[src/rtl/cis_pkg.sv]
package cis_pkg;
  // pixels held by one sensor chip
  localparam int PIX_PER_CHIP = 64;
  // smallest pixel clock period in system clocks (2 high + 2 low)
  localparam int MIN_PERIOD = 4;
  // smallest shift clock high time, also the start pulse setup margin
  localparam int MIN_HIGH = 2;
endpackage

[src/rtl/cis_pix_timer.sv]
module cis_pix_timer
  import cis_pkg::*;
#(
  parameter int PER_W = 10
) (
  input  logic             clk,
  input  logic             rst_n,
  input  logic             en,
  input  logic [PER_W-1:0] cfg_period,
  input  logic [PER_W-1:0] cfg_high,
  input  logic [PER_W-1:0] cfg_dly,
  output logic             slot_start,
  output logic             sclk,
  output logic             rst_stb,
  output logic             smp_stb
);
  localparam logic [PER_W-1:0] P_MIN = PER_W'(MIN_PERIOD);
  localparam logic [PER_W-1:0] H_MIN = PER_W'(MIN_HIGH);
  localparam logic [PER_W-1:0] ONE   = PER_W'(1);

  logic [PER_W-1:0] ph, ph_inc;
  logic [PER_W-1:0] p_q, h_q, d_q;
  logic [PER_W-1:0] p_c, h_c, d_c, half, room;
  logic             run;

  // clamp the settings to the sensor's legal timing
  always_comb begin
    p_c  = (cfg_period < P_MIN) ? P_MIN : cfg_period;
    half = p_c >> 1;
    if (cfg_high < H_MIN)     h_c = H_MIN;
    else if (cfg_high > half) h_c = half;
    else                      h_c = cfg_high;
    room = p_c - ONE - h_c;
    d_c  = (cfg_dly > room) ? room : cfg_dly;
  end

  assign ph_inc     = ph + ONE;
  assign slot_start = en && (!run || (ph == p_q - ONE));

  always_ff @(posedge clk or negedge rst_n) begin
    if (!rst_n) begin
      ph      <= '0;
      run     <= 1'b0;
      p_q     <= P_MIN;
      h_q     <= H_MIN;
      d_q     <= '0;
      sclk    <= 1'b0;
      rst_stb <= 1'b0;
      smp_stb <= 1'b0;
    end else if (!en) begin
      ph      <= '0;
      run     <= 1'b0;
      sclk    <= 1'b0;
      rst_stb <= 1'b0;
      smp_stb <= 1'b0;
    end else if (slot_start) begin
      ph      <= '0;
      run     <= 1'b1;
      p_q     <= p_c;
      h_q     <= h_c;
      d_q     <= d_c;
      sclk    <= 1'b1;
      rst_stb <= 1'b1;
      smp_stb <= 1'b0;
    end else begin
      ph      <= ph_inc;
      sclk    <= (ph_inc < h_q);
      rst_stb <= 1'b0;
      smp_stb <= (ph_inc == h_q + d_q);
    end
  end

  // a falling edge not caused by disable follows at least two high cycles
  p_high_min_r2: assert property (@(posedge clk) disable iff (!rst_n)
    ($fell(sclk) && $past(en)) |-> $past(sclk, 2));

  // reset strobe only on the rising edge of the shift clock
  p_rst_on_rise_r3: assert property (@(posedge clk) disable iff (!rst_n)
    rst_stb |-> (sclk && !$past(sclk)));

  // sample strobe only in the low phase
  p_smp_low_r4: assert property (@(posedge clk) disable iff (!rst_n)
    smp_stb |-> !sclk);

  // sample strobe is a single-cycle pulse
  p_smp_single_r4: assert property (@(posedge clk) disable iff (!rst_n)
    smp_stb |=> !smp_stb);
endmodule

[src/rtl/cis_line_seq.sv]
module cis_line_seq
  import cis_pkg::*;
#(
  parameter int NPIX   = 832,
  parameter int LINE_W = 16,
  parameter int IDX_W  = 10
) (
  input  logic              clk,
  input  logic              rst_n,
  input  logic              en,
  input  logic              slot_start,
  input  logic              sclk,
  input  logic              eos_in,
  input  logic [LINE_W-1:0] cfg_line,
  output logic              sp,
  output logic              line_valid,
  output logic [IDX_W-1:0]  pix_idx,
  output logic              eos_err
);
  localparam logic [LINE_W-1:0] LAST_PIX = LINE_W'(NPIX);
  localparam logic [LINE_W-1:0] MIN_LINE = LINE_W'(NPIX + 1);
  localparam logic [LINE_W-1:0] ONE      = LINE_W'(1);

  logic [LINE_W-1:0] slot, slot_inc, l_q, l_c;
  logic              started, ended, ended_nx, eos_seen, eos_hit;

  assign l_c      = (cfg_line < MIN_LINE) ? MIN_LINE : cfg_line;
  assign slot_inc = slot + ONE;
  assign eos_hit  = eos_seen || eos_in;
  // readout stops after the return arrives or after the last pixel slot
  assign ended_nx = ended || (line_valid && (eos_hit || slot == LAST_PIX));

  always_ff @(posedge clk or negedge rst_n) begin
    if (!rst_n) begin
      slot       <= '0;
      l_q        <= MIN_LINE;
      started    <= 1'b0;
      ended      <= 1'b0;
      eos_seen   <= 1'b0;
      sp         <= 1'b0;
      line_valid <= 1'b0;
      pix_idx    <= '0;
      eos_err    <= 1'b0;
    end else if (!en) begin
      slot       <= '0;
      started    <= 1'b0;
      ended      <= 1'b0;
      eos_seen   <= 1'b0;
      sp         <= 1'b0;
      line_valid <= 1'b0;
      pix_idx    <= '0;
    end else begin
      if (line_valid && eos_in) eos_seen <= 1'b1;
      if (slot_start) begin
        eos_seen <= 1'b0;
        // verdict on the slot that is closing
        if (line_valid) begin
          if (eos_hit)               eos_err <= (slot != LAST_PIX);
          else if (slot == LAST_PIX) eos_err <= 1'b1;
        end
        if (!started || slot == l_q - ONE) begin
          slot       <= '0;
          l_q        <= l_c;
          started    <= 1'b1;
          ended      <= 1'b0;
          sp         <= 1'b1;
          line_valid <= 1'b0;
          pix_idx    <= '0;
        end else begin
          slot       <= slot_inc;
          ended      <= ended_nx;
          sp         <= 1'b0;
          line_valid <= !ended_nx && (slot_inc <= LAST_PIX);
          pix_idx    <= IDX_W'(slot);
        end
      end
    end
  end

  // the start pulse begins on a shift clock rise
  p_sp_on_rise_r5: assert property (@(posedge clk) disable iff (!rst_n)
    $rose(sp) |-> $rose(sclk));

  // the start pulse never spans a second rise, so one falling edge only
  p_sp_single_r5: assert property (@(posedge clk) disable iff (!rst_n)
    (sp && $past(sp)) |-> !$rose(sclk));

  // no new start pulse during readout
  p_no_sp_midline_r6: assert property (@(posedge clk) disable iff (!rst_n)
    sp |-> !line_valid);

  // index in range while valid
  p_idx_range_r7: assert property (@(posedge clk) disable iff (!rst_n)
    line_valid |-> (int'(pix_idx) < NPIX));

  // index advances by one between valid slots
  p_idx_step_r7: assert property (@(posedge clk) disable iff (!rst_n)
    (line_valid && $past(line_valid) && (pix_idx != $past(pix_idx)))
      |-> (pix_idx == $past(pix_idx) + IDX_W'(1)));
endmodule

[src/rtl/cis_scan_ctrl.sv]
module cis_scan_ctrl
  import cis_pkg::*;
#(
  parameter int CHIPS  = 13,
  parameter int PER_W  = 10,
  parameter int LINE_W = 16,
  localparam int NPIX  = PIX_PER_CHIP * CHIPS,
  localparam int IDX_W = $clog2(NPIX)
) (
  input  logic              clk,
  input  logic              rst_n,
  input  logic              en,
  input  logic [PER_W-1:0]  cfg_period,
  input  logic [PER_W-1:0]  cfg_high,
  input  logic [PER_W-1:0]  cfg_dly,
  input  logic [LINE_W-1:0] cfg_line,
  input  logic              eos_in,
  output logic              sclk,
  output logic              sp,
  output logic              rst_stb,
  output logic              smp_stb,
  output logic [IDX_W-1:0]  pix_idx,
  output logic              line_valid,
  output logic              eos_err
);
  logic slot_start;

  cis_pix_timer #(.PER_W(PER_W)) u_timer (
    .clk        (clk),
    .rst_n      (rst_n),
    .en         (en),
    .cfg_period (cfg_period),
    .cfg_high   (cfg_high),
    .cfg_dly    (cfg_dly),
    .slot_start (slot_start),
    .sclk       (sclk),
    .rst_stb    (rst_stb),
    .smp_stb    (smp_stb)
  );

  cis_line_seq #(.NPIX(NPIX), .LINE_W(LINE_W), .IDX_W(IDX_W)) u_seq (
    .clk        (clk),
    .rst_n      (rst_n),
    .en         (en),
    .slot_start (slot_start),
    .sclk       (sclk),
    .eos_in     (eos_in),
    .cfg_line   (cfg_line),
    .sp         (sp),
    .line_valid (line_valid),
    .pix_idx    (pix_idx),
    .eos_err    (eos_err)
  );

  // a low enable idles every timing output on the next cycle
  p_idle_r10: assert property (@(posedge clk) disable iff (!rst_n)
    !$past(en) |-> !(sclk || sp || rst_stb || smp_stb || line_valid));
endmodule

[config.mk]
export PLATFORM = sky130hd
export DESIGN_NAME = cis_scan_ctrl
export DESIGN_NICKNAME = d
export VERILOG_FILES = /design/src/rtl/cis_pkg.sv /design/src/rtl/cis_pix_timer.sv /design/src/rtl/cis_line_seq.sv /design/src/rtl/cis_scan_ctrl.sv
export SDC_FILE = /design/constraint.sdc
export NUM_CORES = 1
export LEC_CHECK = 0
export ABC_AREA = 1
export BUFFER_PORTS_ARGS = -buffer_cell sky130_fd_sc_hd__clkbuf_2
export CORE_ASPECT_RATIO = 0.75
export CORE_MARGIN = 2
export CORE_UTILIZATION = 45
export CTS_CLUSTER_DIAMETER = 60
export CTS_CLUSTER_SIZE = 40
export DETAILED_ROUTE_END_ITERATION = 12
export SETUP_SLACK_MARGIN = 0.15
export SLEW_MARGIN = 10
export SYNTH_ARGS = -nofsm -noshare
export SYNTH_HDL_FRONTEND = slang
export SYNTH_SLANG_ARGS = --single-unit
export TNS_END_PERCENT = 1
[constraint.sdc]
create_clock -name clk -period 5.5 [get_ports clk]
set_input_delay 0 -clock clk [delete_from_list [all_inputs] [get_ports clk]]
set_output_delay 0 -clock clk [all_outputs]
set_load 0.02 [all_outputs]
==> reports/results.txt, run 1 <==
The run finished with clean final reports. The fraction of layout instances using a drive strength above 1 came out at 0.120. The core region is 16000 sq um. The number of nets in the finished design is 1233. The via total after detailed routing was 6817. The worst setup path is launched from an input port. The via count of the first global-routing pass is 6377, and the number of iterations in the first detailed-routing pass is 5. STA classifies the critical path endpoint as a register. The logs give 9 for the number of CTS-inserted buffers and 1060 for the post-synthesis cell count.

The aggregate global routing overflow is 0, and the area used by sequential logic in the layout is 2310 sq um. In this run the tool buffered the top-level ports with 65 buffer cells. The cell area that synthesis handed to floorplanning was 7380 sq um.

The die boundary height is 115 microns, and the count of different cell masters after synthesis is 47. In the final layout, the multi-input gates occupy 4390 sq um. The detailed-route vias per instance is 5.07. Setup total negative slack on the finished layout was measured at 0 ns. In this run the deepest clock path goes through 2 buffers. Compared with the post-synthesis result, the final layout area differs by 13.3%.

After detailed routing, the total wire length is 19400 microns. The highest cell delay on the worst timing path came out at 0.42 ns. The setup clock skew after layout is 0.0116 ns. For the total power after layout, the log shows 2.35 mW. The number of enable-type register cells in the synthesized netlist was 0; the flip-flop and latch count after synthesis was 92.

Across the run, the number of max-cap violations was 0. The run gives 66 as the number of primary I/O pins. The average detailed-routed wire length per instance came out at 14.4 microns. The part of the cycle the worst path needs is 0.856.

Core utilization of the finished layout: 0.522. The critical path is of the input port to register type. The post-detailed-placement half-perimeter wirelength was 14800 microns. The post-CTS setup repair buffer count is 0, and the timing-limited maximum frequency is 0.212 GHz.

In the routed design, unresolved DRC markers number 0. In this run the power density over the cells is 281 nW/um^2. For the initial antenna violation count, the log shows 0. On the critical path, the stage with the largest delay is an instance of o21ai_0. For the data required time at the worst endpoint, the log shows 5.74 ns. The instance count along the most critical hold path is 4, and the standard-cell row count is 40.

After clock tree synthesis, the clock-pin slew on the worst setup and hold paths is 0.07 ns. In this run the static leakage power is 4.43 nW. Among all flip-flop cells after synthesis, the most frequent one is dfrtp_1. The tools report the pin count of the biggest net entering global routing as 59. Setup repair after global routing left no endpoint under its margin. The overall global routing resource usage is 0.232.

Of all nets on the critical path, the largest fanout is 20. The cell type with the highest occurrence count on the critical path was nand2_1. The clock tree synthesis step divided the H-tree into 3 levels.

The run gives 0.313 as the share of the yosys chip area belonging to registers. The transition at the pin with the smallest max-transition slack came out at 0.755 ns. The average instance in the mapped netlist occupies 6.96 sq um.

The first global-routing pass estimated 32700 microns of wire. The tightest hold path in the finished design has a slack of 0.0132 ns. For the starting density of the core, the log shows 0.461. The die covers 17400 sq um. The total count of max-transition violations in the final report was 0; the antenna cell count was 0. The headroom to the max-slew limit is 0.497. The async set-reset flop share out of synthesis is 1.00, and the chip width is 152 microns. The count of fill cells added during filler insertion is 1578, and the arrival time reported for the critical path endpoint is 4.95 ns. In this run, the number of DRC markers left after iteration 0 of detailed routing was 541. The setup-violating endpoint count in the final report was 0.

The number of cells traversed by the worst register-to-register path is 14, and the number of hold violations in the final report is 0. For the net count after synthesis, the log shows 1164. IR analysis of the VDD net gives a maximum drop of 0.000148 V. TritonCTS built the clock tree. Routability-driven placement finished with a final weighted congestion of 0.925.

The number of nets with antenna violations after detailed routing came out at 0. Clock latency on the worst-skew pair, taken at its later pin, is 0.36 ns. The worst path needs 4.71 ns of the cycle, external delays included. The worst min-delay path category was input port to register. Number of clock sinks: 92.

The tree is rooted in a clkbuf_16. The Yosys step of the flow raised 0 warnings.
## path summary, 6_finish.rpt
| path | from | end | slack, ns |
|---|---|---|---|
| max | cfg_period[4] | u_timer.d_q[8]$_DFFE_PN0P_ | 0.79 |
| max in group asynchronous | rst_n | u_timer.smp_stb$_DFF_PN0_ | 4.26 |
| min in group asynchronous | rst_n | u_timer.p_q[6]$_DFFE_PN0P_ | 0.13 |
| max reg2reg | u_timer.p_q[0]$_DFFE_PN0P_ | u_seq.slot[2]$_DFFE_PN0N_ | 2.44 |
| min reg2reg | u_seq.pix_idx[0]$_DFFE_PN0N_ | u_seq.pix_idx[0]$_DFFE_PN0N_ | 0.48 |
| min | cfg_line[8] | u_seq.l_q[8]$_DFFE_PN1P_ | 0.01 |
## critical path, delay by kind of cell
family,cells,cell delay [ns]
AOI/OAI and AO/OA,7,1.30
buffers and inverters,6,0.43
and+or+nand+nor,13,1.85
xor gates and xnor gates,1,0.16
adders and majority gates,4,1.23
## report_power, final
group          internal (mW)  switching, mW  total, mW
Clock                  0.355          0.285      0.640
Sequential             0.760         0.0949      0.855
Combinational          0.335          0.523      0.858
## cells in the final DEF, fill, tap and decap left out, drive strengths merged, types with 6 or more instances in the layout
master	synthesis	layout
nand3	66	66
o21ai	70	70
or2	7	7
nor3	13	13
nand3b	10	10
nor2	96	96
inv	132	134
xnor2	13	13
dfstp	6	6
a21oi	25	25
clkbuf	15	73
nand2	346	346
dlygate4sd3	0	26
ha	52	52
nand4	33	33
xor2	41	41
dfrtp	86	86
## metal layers
metal / routed length (microns) / GRT usage / up-vias
met5: 0 / 0 / -
met1: 11100 / 0.380 / 3108
met2: 7280 / 0.316 / 170
met3: 885 / 0.0366 / 14
li1: - / - / 3525
met4: 149 / 0.0455 / 0
## sequential cells by signal (all words and copies together) (netlist names), 10 cells and up
name,count
u_seq.l_q,16
u_timer.ph,10
u_timer.h_q,10
u_timer.d_q,10
u_seq.slot,16
u_seq.pix_idx,10
u_timer.p_q,10
## synth_stat cells, types with 3 or more instances
cell / instances / share of area
a31oi_1: 3 / 0.0025
o21ai_1: 18 / 0.012
inv_2: 5 / 0.0025
buf_6: 4 / 0.0061
nand3_1: 60 / 0.041
o21bai_1: 3 / 0.0031
nand2_1: 335 / 0.17
nor2_4: 4 / 0.0061
o21ai_0: 51 / 0.035
nand3b_1: 9 / 0.0092
or2_2: 7 / 0.0059
nand3_2: 4 / 0.0054
nor2_2: 8 / 0.0068
buf_2: 15 / 0.010
nor2_1: 84 / 0.043
ha_1: 52 / 0.088
nor3_1: 13 / 0.0088
a21oi_1: 25 / 0.017
nand2_2: 8 / 0.0068
nand4_1: 33 / 0.028
dfrtp_1: 86 / 0.29
nor4_1: 3 / 0.0025
clkbuf_1: 14 / 0.0071
inv_1: 126 / 0.064
dfstp_2: 6 / 0.021
xor2_1: 41 / 0.049
xnor2_1: 13 / 0.015
o211ai_1: 4 / 0.0041
## final cells by class
type | count | area share
multi-input cells | 801 | 0.525
flip-flops and latches | 92 | 0.276
repair buffers | 93 | 0.0721
inverters | 132 | 0.0595
well taps | 210 | 0.0314
clock buffers | 9 | 0.0269
clock inverters | 7 | 0.00883
## what timing repair did
item	CTS	global route
gates resized for setup	0	2
hold buffers	26	0
setup endpoints to repair	0	10
hold endpoints to repair	59	0
## stage by stage
step                area [sq um]  std cells  setup slack (ns)
floorplan                   7380       1060              1.15
global placement            7800       1302             0.421
detailed placement          7800       1302             0.211
CTS                         8360       1344             0.577
global route                8360       1344             0.213
finish                      8360       1344             0.790
## logic make-up after synthesis
| logic type | after synthesis | synth area share |
|---|---|---|
| fa+ha+maj | 54 | 0.0936 |
| flops | 92 | 0.313 |
| buf+inv | 167 | 0.0926 |
| xor+xnor | 54 | 0.0641 |
| simple gates | 579 | 0.353 |
| compound gates | 114 | 0.0841 |
(Power assumes the default switching activity.)
==> run 2, diff against run 1 <==
--- a/config.mk
+++ b/config.mk
@@ -6,13 +6,14 @@
 export NUM_CORES = 1
 export LEC_CHECK = 0
 export ABC_AREA = 1
-export BUFFER_PORTS_ARGS = -buffer_cell sky130_fd_sc_hd__clkbuf_2
+export BUFFER_PORTS_ARGS = -buffer_cell sky130_fd_sc_hd__buf_2
 export CORE_ASPECT_RATIO = 0.75
 export CORE_MARGIN = 2
 export CORE_UTILIZATION = 45
 export CTS_CLUSTER_DIAMETER = 60
 export CTS_CLUSTER_SIZE = 40
 export DETAILED_ROUTE_END_ITERATION = 12
+export RECOVER_POWER = 100
 export SETUP_SLACK_MARGIN = 0.15
 export SLEW_MARGIN = 10
 export SYNTH_ARGS = -nofsm -noshare
==> reports/results.txt, run 2 (synthesis results as in run 1) <==
The run finished, with violations left. The checks that failed: capacitance limit, slew limit. The highest cell delay on the worst timing path came out at 0.40 ns (-0.02 ns). The library cell used most frequently in the layout, excluding fill and tap cells, is nand2_1. The number of iterations in the first detailed-routing pass is 6 (+1). The number of cells traversed by the worst register-to-register path was 15 (+1). The clock power share was 0.298 (+0.026); the number of levels in the clock H-tree was 3 (unchanged).

On the critical path, the stage with the largest delay is an instance of fa_1. The setup-violating endpoint count in the final report was 0 (unchanged). Later-pin clock latency in the skew report: 0.36 ns (about the same). STA classifies the critical path startpoint as an input port. The number of buffers added on ports was 65 (unchanged). For the post-CTS setup repair buffer count, the log shows 0 (unchanged).

Detailed-route vias per instance: 5.01 (-1.1%). The chip width works out to 152 microns (unchanged). The number of nets with antenna violations after detailed routing was 0 (unchanged). The largest registers in the layout are u_seq.l_q: 16 flops, u_seq.slot: 16 flops. For the arrival time reported for the critical path endpoint, the log shows 4.82 ns (-0.13 ns). Share of total power in combinational logic: 0.350 (-0.015).

The tools report the setup clock skew after layout as 0.0105 ns (-0.00106 ns). The logs give 0 (unchanged) for the aggregate global routing overflow and 6720 (-1.4%) for the via total after detailed routing. The maximum VDD drop is 0.000150 V (+2.0%). Global-route wire length before repair: 32800 microns (+0.36%). The number of nets in the finished design came out at 1230 (-0.24%). The tools report the number of primary I/O pins as 66 (unchanged).

The type of element capturing the critical path is a register. The part of the cycle the worst path needs was 0.847 (-0.00940); the number of CTS-inserted buffers was 9 (unchanged). The die boundary height is 115 microns (unchanged), and the core box area is 16000 sq um (unchanged). The pin count of the biggest net entering global routing is 61 (+3.4%), and the instance count along the most critical hold path is 5 (+1). The logs give 0.233 (+0.00128) for the overall global routing resource usage and 0 (unchanged) for the number of remaining DRC errors. The tree is rooted in a clkbuf_16.

The setup total negative slack was 0 ns (unchanged); the overall die area was 17400 sq um (unchanged). The total net switching power was 0.885 mW (-2.0%); the antenna cell count was 0 (unchanged). For the max-cap check violation count, the log shows 2 (+2).

The critical hold path startpoint was cfg_line[5]. The logs give 0.519 (-0.00328) for the core utilization of the finished layout and 0.352 (-0.011) for the power share of the sequential group. The starting density of the core is 0.461 (unchanged), and the fraction of layout instances using a drive strength above 1 is 0.0947 (-0.0252). In the layout the commonest cells are nand2_1, inv_1, dfrtp_1, nor2_1, o21ai_0. The tools report the number of clock sinks as 92 (unchanged). The headroom to the max-slew limit is -0.273 (-0.769). The run gives 19300 microns (-0.24%) as the final wirelength. Data required time at the worst endpoint: 5.67 ns (-0.07 ns). The timing-limited maximum frequency came out at 0.215 GHz (+1.1%). The worst min-delay path category is input port to register. The tools report the standard-cell row count as 40 (unchanged). The hold-critical path endpoint was u_seq.l_q[5]$_DFFE_PN0P_. Setup repair after global routing left no endpoint under its margin.

Shortest period the worst path allows: 4.66 ns (-0.0517 ns). The post-detailed-placement half-perimeter wirelength was 14900 microns (+0.59%); the number of hold violations in the final report was 0 (unchanged). The via count of the first global-routing pass was 6322 (-0.86%); the clock-pin slew on the worst setup and hold paths was 0.06 ns (about the same).

The maximum root-to-sink buffer count is 2 (unchanged), and the initial antenna violation count is 0 (unchanged). The switching power as a share of total power was 0.364 (-0.0197). In this run the critical register-to-register path is launched from u_timer.p_q[0]$_DFFE_PN0P_. The iteration-0 DRC count of the detailed router is 568 (+5.0%).

The total count of max-transition violations in the final report was 88 (+88); the power per unit of standard cell area was 293 nW/um^2 (+4.0%). For the cell leakage power, the log shows 4.36 nW (-1.7%). Compared with the post-synthesis result, the final layout area differs by 12.6%.

The internal power component was 1.55 mW (+6.6%). The worst setup path category is input port to register. The routability-driven placement congestion ratio came out at 0.901 (-2.7%). TritonCTS built the clock tree. The average detailed-routed wire length per instance is 14.4 microns (about the same). The endpoint identified for the worst register-to-register timing path is u_seq.l_q[7]$_DFFE_PN0P_. The worst-case register-to-register setup slack was 0.98 ns (-1.46 ns); the worst-path maximum fanout was 20 (unchanged). The transition at the pin with the smallest max-transition slack works out to 1.91 ns (+1.15 ns).
run 2: metal layers:
layer  GRT usage  part of all wire
met4      0.0480            0.0086
met2       0.318              0.36
met3      0.0400             0.066
met5           0                 0
met1       0.379              0.56
run 2: how the worst max path moves through the flow:
| stage | endpoint | slack, ns | depth (start not counted) | from |
|---|---|---|---|---|
| floorplan | u_timer.d_q[0]$_DFFE_PN0P_ | 1.15 | 29 | cfg_period[4] |
| global placement | u_timer.d_q[0]$_DFFE_PN0P_ | 0.40 | 29 | cfg_period[4] |
| detailed placement | u_timer.d_q[0]$_DFFE_PN0P_ | 0.23 | 28 | cfg_period[4] |
| CTS | u_timer.d_q[0]$_DFFE_PN0P_ | 0.60 | 29 | cfg_period[4] |
| global route | u_timer.d_q[0]$_DFFE_PN0P_ | 0.16 | 30 | cfg_period[4] |
| finish | u_timer.d_q[0]$_DFFE_PN0P_ | 0.84 | 29 | cfg_period[8] |
run 2: power groups by stage:
stage	combinational [mW]	sequential (mW)	clock [mW]
floorplan	0.659	0.837	0
global route	0.982	0.867	0.771
CTS	0.856	0.855	0.740
finish	0.851	0.855	0.725
global placement	0.830	0.867	0
detailed placement	0.835	0.866	0
run 2: worst max-delay path, delay by kind of cell:
| family | cells | cell delay (ns) |
|---|---|---|
| and+or+nand+nor | 10 | 1.56 |
| buffers and inverters | 6 | 0.46 |
| AOI/OAI and AO/OA | 8 | 1.39 |
| xor gates and xnor gates | 1 | 0.16 |
| adders and majority gates | 4 | 1.26 |
run 2: area by class of cell:
type | count | area, sq um
multi-input cells | 801 | 4360
well taps | 210 | 263
clock buffers | 11 | 243
flip-flops and latches | 92 | 2310
inverters | 132 | 498
clock inverters | 4 | 97.6
repair buffers | 90 | 541
fillers | 1603 | 7700
run 2: metrics by stage:
step | total power, mW | instances | instance area, sq um | hold WS (ns) | worst slack [ns]
after floorplan | 1.50 | 1060 | 7380 | -0.296 | 1.15
after global placement | 1.70 | 1302 | 7800 | -0.0269 | 0.398
after detailed placement | 1.70 | 1302 | 7800 | -0.0172 | 0.230
after CTS | 2.45 | 1340 | 8370 | 0.00489 | 0.597
after global routing | 2.62 | 1340 | 8310 | 0.0316 | 0.160
final | 2.43 | 1340 | 8310 | 0.0198 | 0.842
run 2: repair_timing:
action | 4_1_cts | 5_1_grt
gates resized for setup | 0 | 3
hold endpoints to repair | 54 | 0
hold buffers | 23 | 0
endpoints found under the setup margin | 0 | 10
==> run 3, diff against run 2 <==
==> constraint.sdc (replaced) <==
create_clock -name clk -period 4.8 [get_ports clk]
set_input_delay 0 -clock clk [delete_from_list [all_inputs] [get_ports clk]]
set_output_delay 0 -clock clk [all_outputs]
set_load 0.02 [all_outputs]
==> reports/results.txt, run 3 (synthesis results as in run 1) <==
The power per unit of standard cell area was 320 nW/um^2 (+9.4%); the die boundary height was 115 microns (unchanged). The setup-violating endpoint count in the final report came out at 0 (unchanged). The final wirelength is 19500 microns (+1.0%). For the core utilization of the finished layout, the log shows 0.531 (+0.0125). The headroom to the max-slew limit is -0.292 (-0.0195), and the number of cells after detailed placement is 1308 (+0.46%). The tools report the aggregate global routing overflow as 0 (unchanged).

The number of nets with antenna violations after detailed routing is 0 (unchanged), and the layout overhead on the synthesized area is 15.3%. The post-detailed-placement half-perimeter wirelength came out at 14900 microns (-0.13%). The cell type with the highest occurrence count on the critical path is nand2_1. TritonCTS built the clock tree.

The tools report the number of CTS-inserted buffers as 9 (unchanged). For the via count of the first global-routing pass, the log shows 6152 (-2.7%). The number of primary I/O pins came out at 66 (unchanged). The tools report the maximum root-to-sink buffer count as 2 (unchanged). The tools report the routability-driven placement congestion ratio as 0.905 (+0.42%). The fraction of layout instances using a drive strength above 1 came out at 0.122 (+0.0278).

The run finished, with violations left. The transition at the pin with the smallest max-transition slack is 1.94 ns (+0.0292 ns). Worst min-delay path category: input port to register. The pin count of the biggest net entering global routing is 58 (-4.9%).

The run gives 0 (unchanged) as the antenna cell count. For the multi-input combinational cell area, the log shows 4520 sq um (+3.6%). The tools report the number of iterations in the first detailed-routing pass as 5 (-1). The standard-cell row count was 40 (unchanged); the core box area was 16000 sq um (unchanged). The maximum VDD drop is 0.000178 V (+19%), and the starting density of the core is 0.461 (unchanged). The number of hold violations in the final report was 0 (unchanged); the chip width was 152 microns (unchanged). The run gives 6798 (+1.2%) as the via total after detailed routing. The routed design could run at a clock period as short as 4.25 ns. The part of the cycle the worst path needs was 0.885; the count of fill cells added during filler insertion was 1589 (-0.87%).

The max-cap check violation count was 2 (unchanged); the number of remaining DRC errors was 0 (unchanged). The cell at the slowest stage of the critical path is ha_1. The detailed-route vias per instance is 5.02 (+0.19%), and the average detailed-routed wire length per instance is 14.4 microns (about the same).

In the layout the commonest cells are nand2_1, inv_1, dfrtp_1, nor2_1, nand3_1. For the area used by sequential logic in the layout, the log shows 2310 sq um (unchanged). The type of element capturing the critical path is a register. The tools report the final standard cell count with taps included and fillers excluded as 1353 (+0.97%).

The library cell used most frequently in the layout, excluding fill and tap cells, is nand2_1. The worst setup path category is input port to register. Highest cell delay on the worst timing path: 0.31 ns (-0.09 ns). The logs give 0 (unchanged) for the initial antenna violation count and 3 (unchanged) for the number of levels in the clock H-tree.

The run gives 4.41 ns (-0.41 ns) as the arrival time reported for the critical path endpoint. The later-pin clock latency in the skew report was 0.35 ns (about the same). The tools report the overall die area as 17400 sq um (unchanged).

The logs give 4.40 nW (+1.0%) for the cell leakage power and 0.229 (-0.00425) for the overall global routing resource usage. The largest registers in the layout are u_seq.l_q: 16 flops, u_seq.slot: 16 flops. The global-route wire length before repair came out at 32200 microns (-1.8%).

The run gives 1242 (+0.98%) as the number of nets in the finished design. The iteration-0 DRC count of the detailed router came out at 514 (-9.5%). The number of buffers added on ports works out to 65 (unchanged). The logs give 4.97 ns (-0.70 ns) for the data required time at the worst endpoint and 92 (unchanged) for the number of clock sinks.

The final reports fail on capacitance limit, slew limit. The clock tree root buffer cell was clkbuf_16. The tools report the total count of max-transition violations in the final report as 91 (+3.4%). Clock-pin slew on the worst setup and hold paths: 0.07 ns (about the same). STA classifies the critical path startpoint as an input port.

The worst-path maximum fanout is 20 (unchanged), and the timing-limited maximum frequency is 0.235 GHz. The setup clock skew after layout was 0.0118 ns (+0.00130 ns).
==> run 3: cell type report <==
class,count,share of cell area
Inverter,132,0.0585
Sequential cell,92,0.271
Timing Repair Buffer,102,0.0750
Clock inverter,7,0.00691
Multi-Input combinational cell,801,0.531
Tap cell,210,0.0309
Clock buffer,9,0.0265
==> run 3: timing repair <==
| item | in CTS | in global routing |
|---|---|---|
| resized for setup | 0 | 29 |
| setup buffers | 0 | 7 |
| hold buffers | 22 | 0 |
| endpoints found under the hold margin | 56 | 0 |
| setup endpoints to repair | 0 | 10 |
==> run 3: worst paths after layout <==
kind,from,end,slack [ns],cells after the start
max,cfg_period[4],u_timer.d_q[0]$_DFFE_PN0P_,0.55,32
min,cfg_line[8],u_seq.l_q[8]$_DFFE_PN1P_,0.008,4
max in group asynchronous,rst_n,u_seq.slot[6]$_DFFE_PN0N_,1.81,3
min in group asynchronous,rst_n,u_timer.p_q[4]$_DFFE_PN0P_,0.72,2
min reg2reg,u_seq.pix_idx[4]$_DFFE_PN0N_,u_seq.pix_idx[4]$_DFFE_PN0N_,0.48,2
max reg2reg,u_timer.p_q[0]$_DFFE_PN0P_,u_seq.l_q[15]$_DFFE_PN0P_,0.74,14
==> run 3: critical path, delay by kind of cell <==
family                   cells  cell delay (ns)
AND/OR/NAND/NOR             11             1.45
AO/OA/AOI/OAI                9             1.03
buffers and inverters        8             0.89
adder cells (fa/ha/maj)      3             0.89
XOR/XNOR                     1             0.16
==> run 3: power breakdown <==
group | internal, mW | switching, mW
Clock | 0.361 | 0.336
Sequential | 0.871 | 0.111
Combinational | 0.425 | 0.620
==> run 3: stage by stage <==
step / setup WS, ns / TNS [ns] / instance area (sq um) / power, mW / hold slack, ns
final: 0.551 / 0 / 8510 / 2.72 / 0.00758
after global routing: -0.00711 / -0.0134 / 8510 / 2.94 / 0.0161
after CTS: 0.428 / 0 / 8360 / 2.70 / 0.00241
after detailed placement: 0.0898 / 0 / 7860 / 1.97 / -0.0107
after global placement: 0.109 / 0 / 7860 / 1.97 / -0.0147
after floorplan: 0.454 / 0 / 7380 / 1.71 / -0.296
==> run 3: per-layer routing <==
layer	vias to the layer above	wire, microns	track usage
met5	-	0	0
met4	0	192	0.0480
met3	13	786	0.0313
met2	155	7190	0.302
met1	3076	11400	0.384
li1	3554	-	-
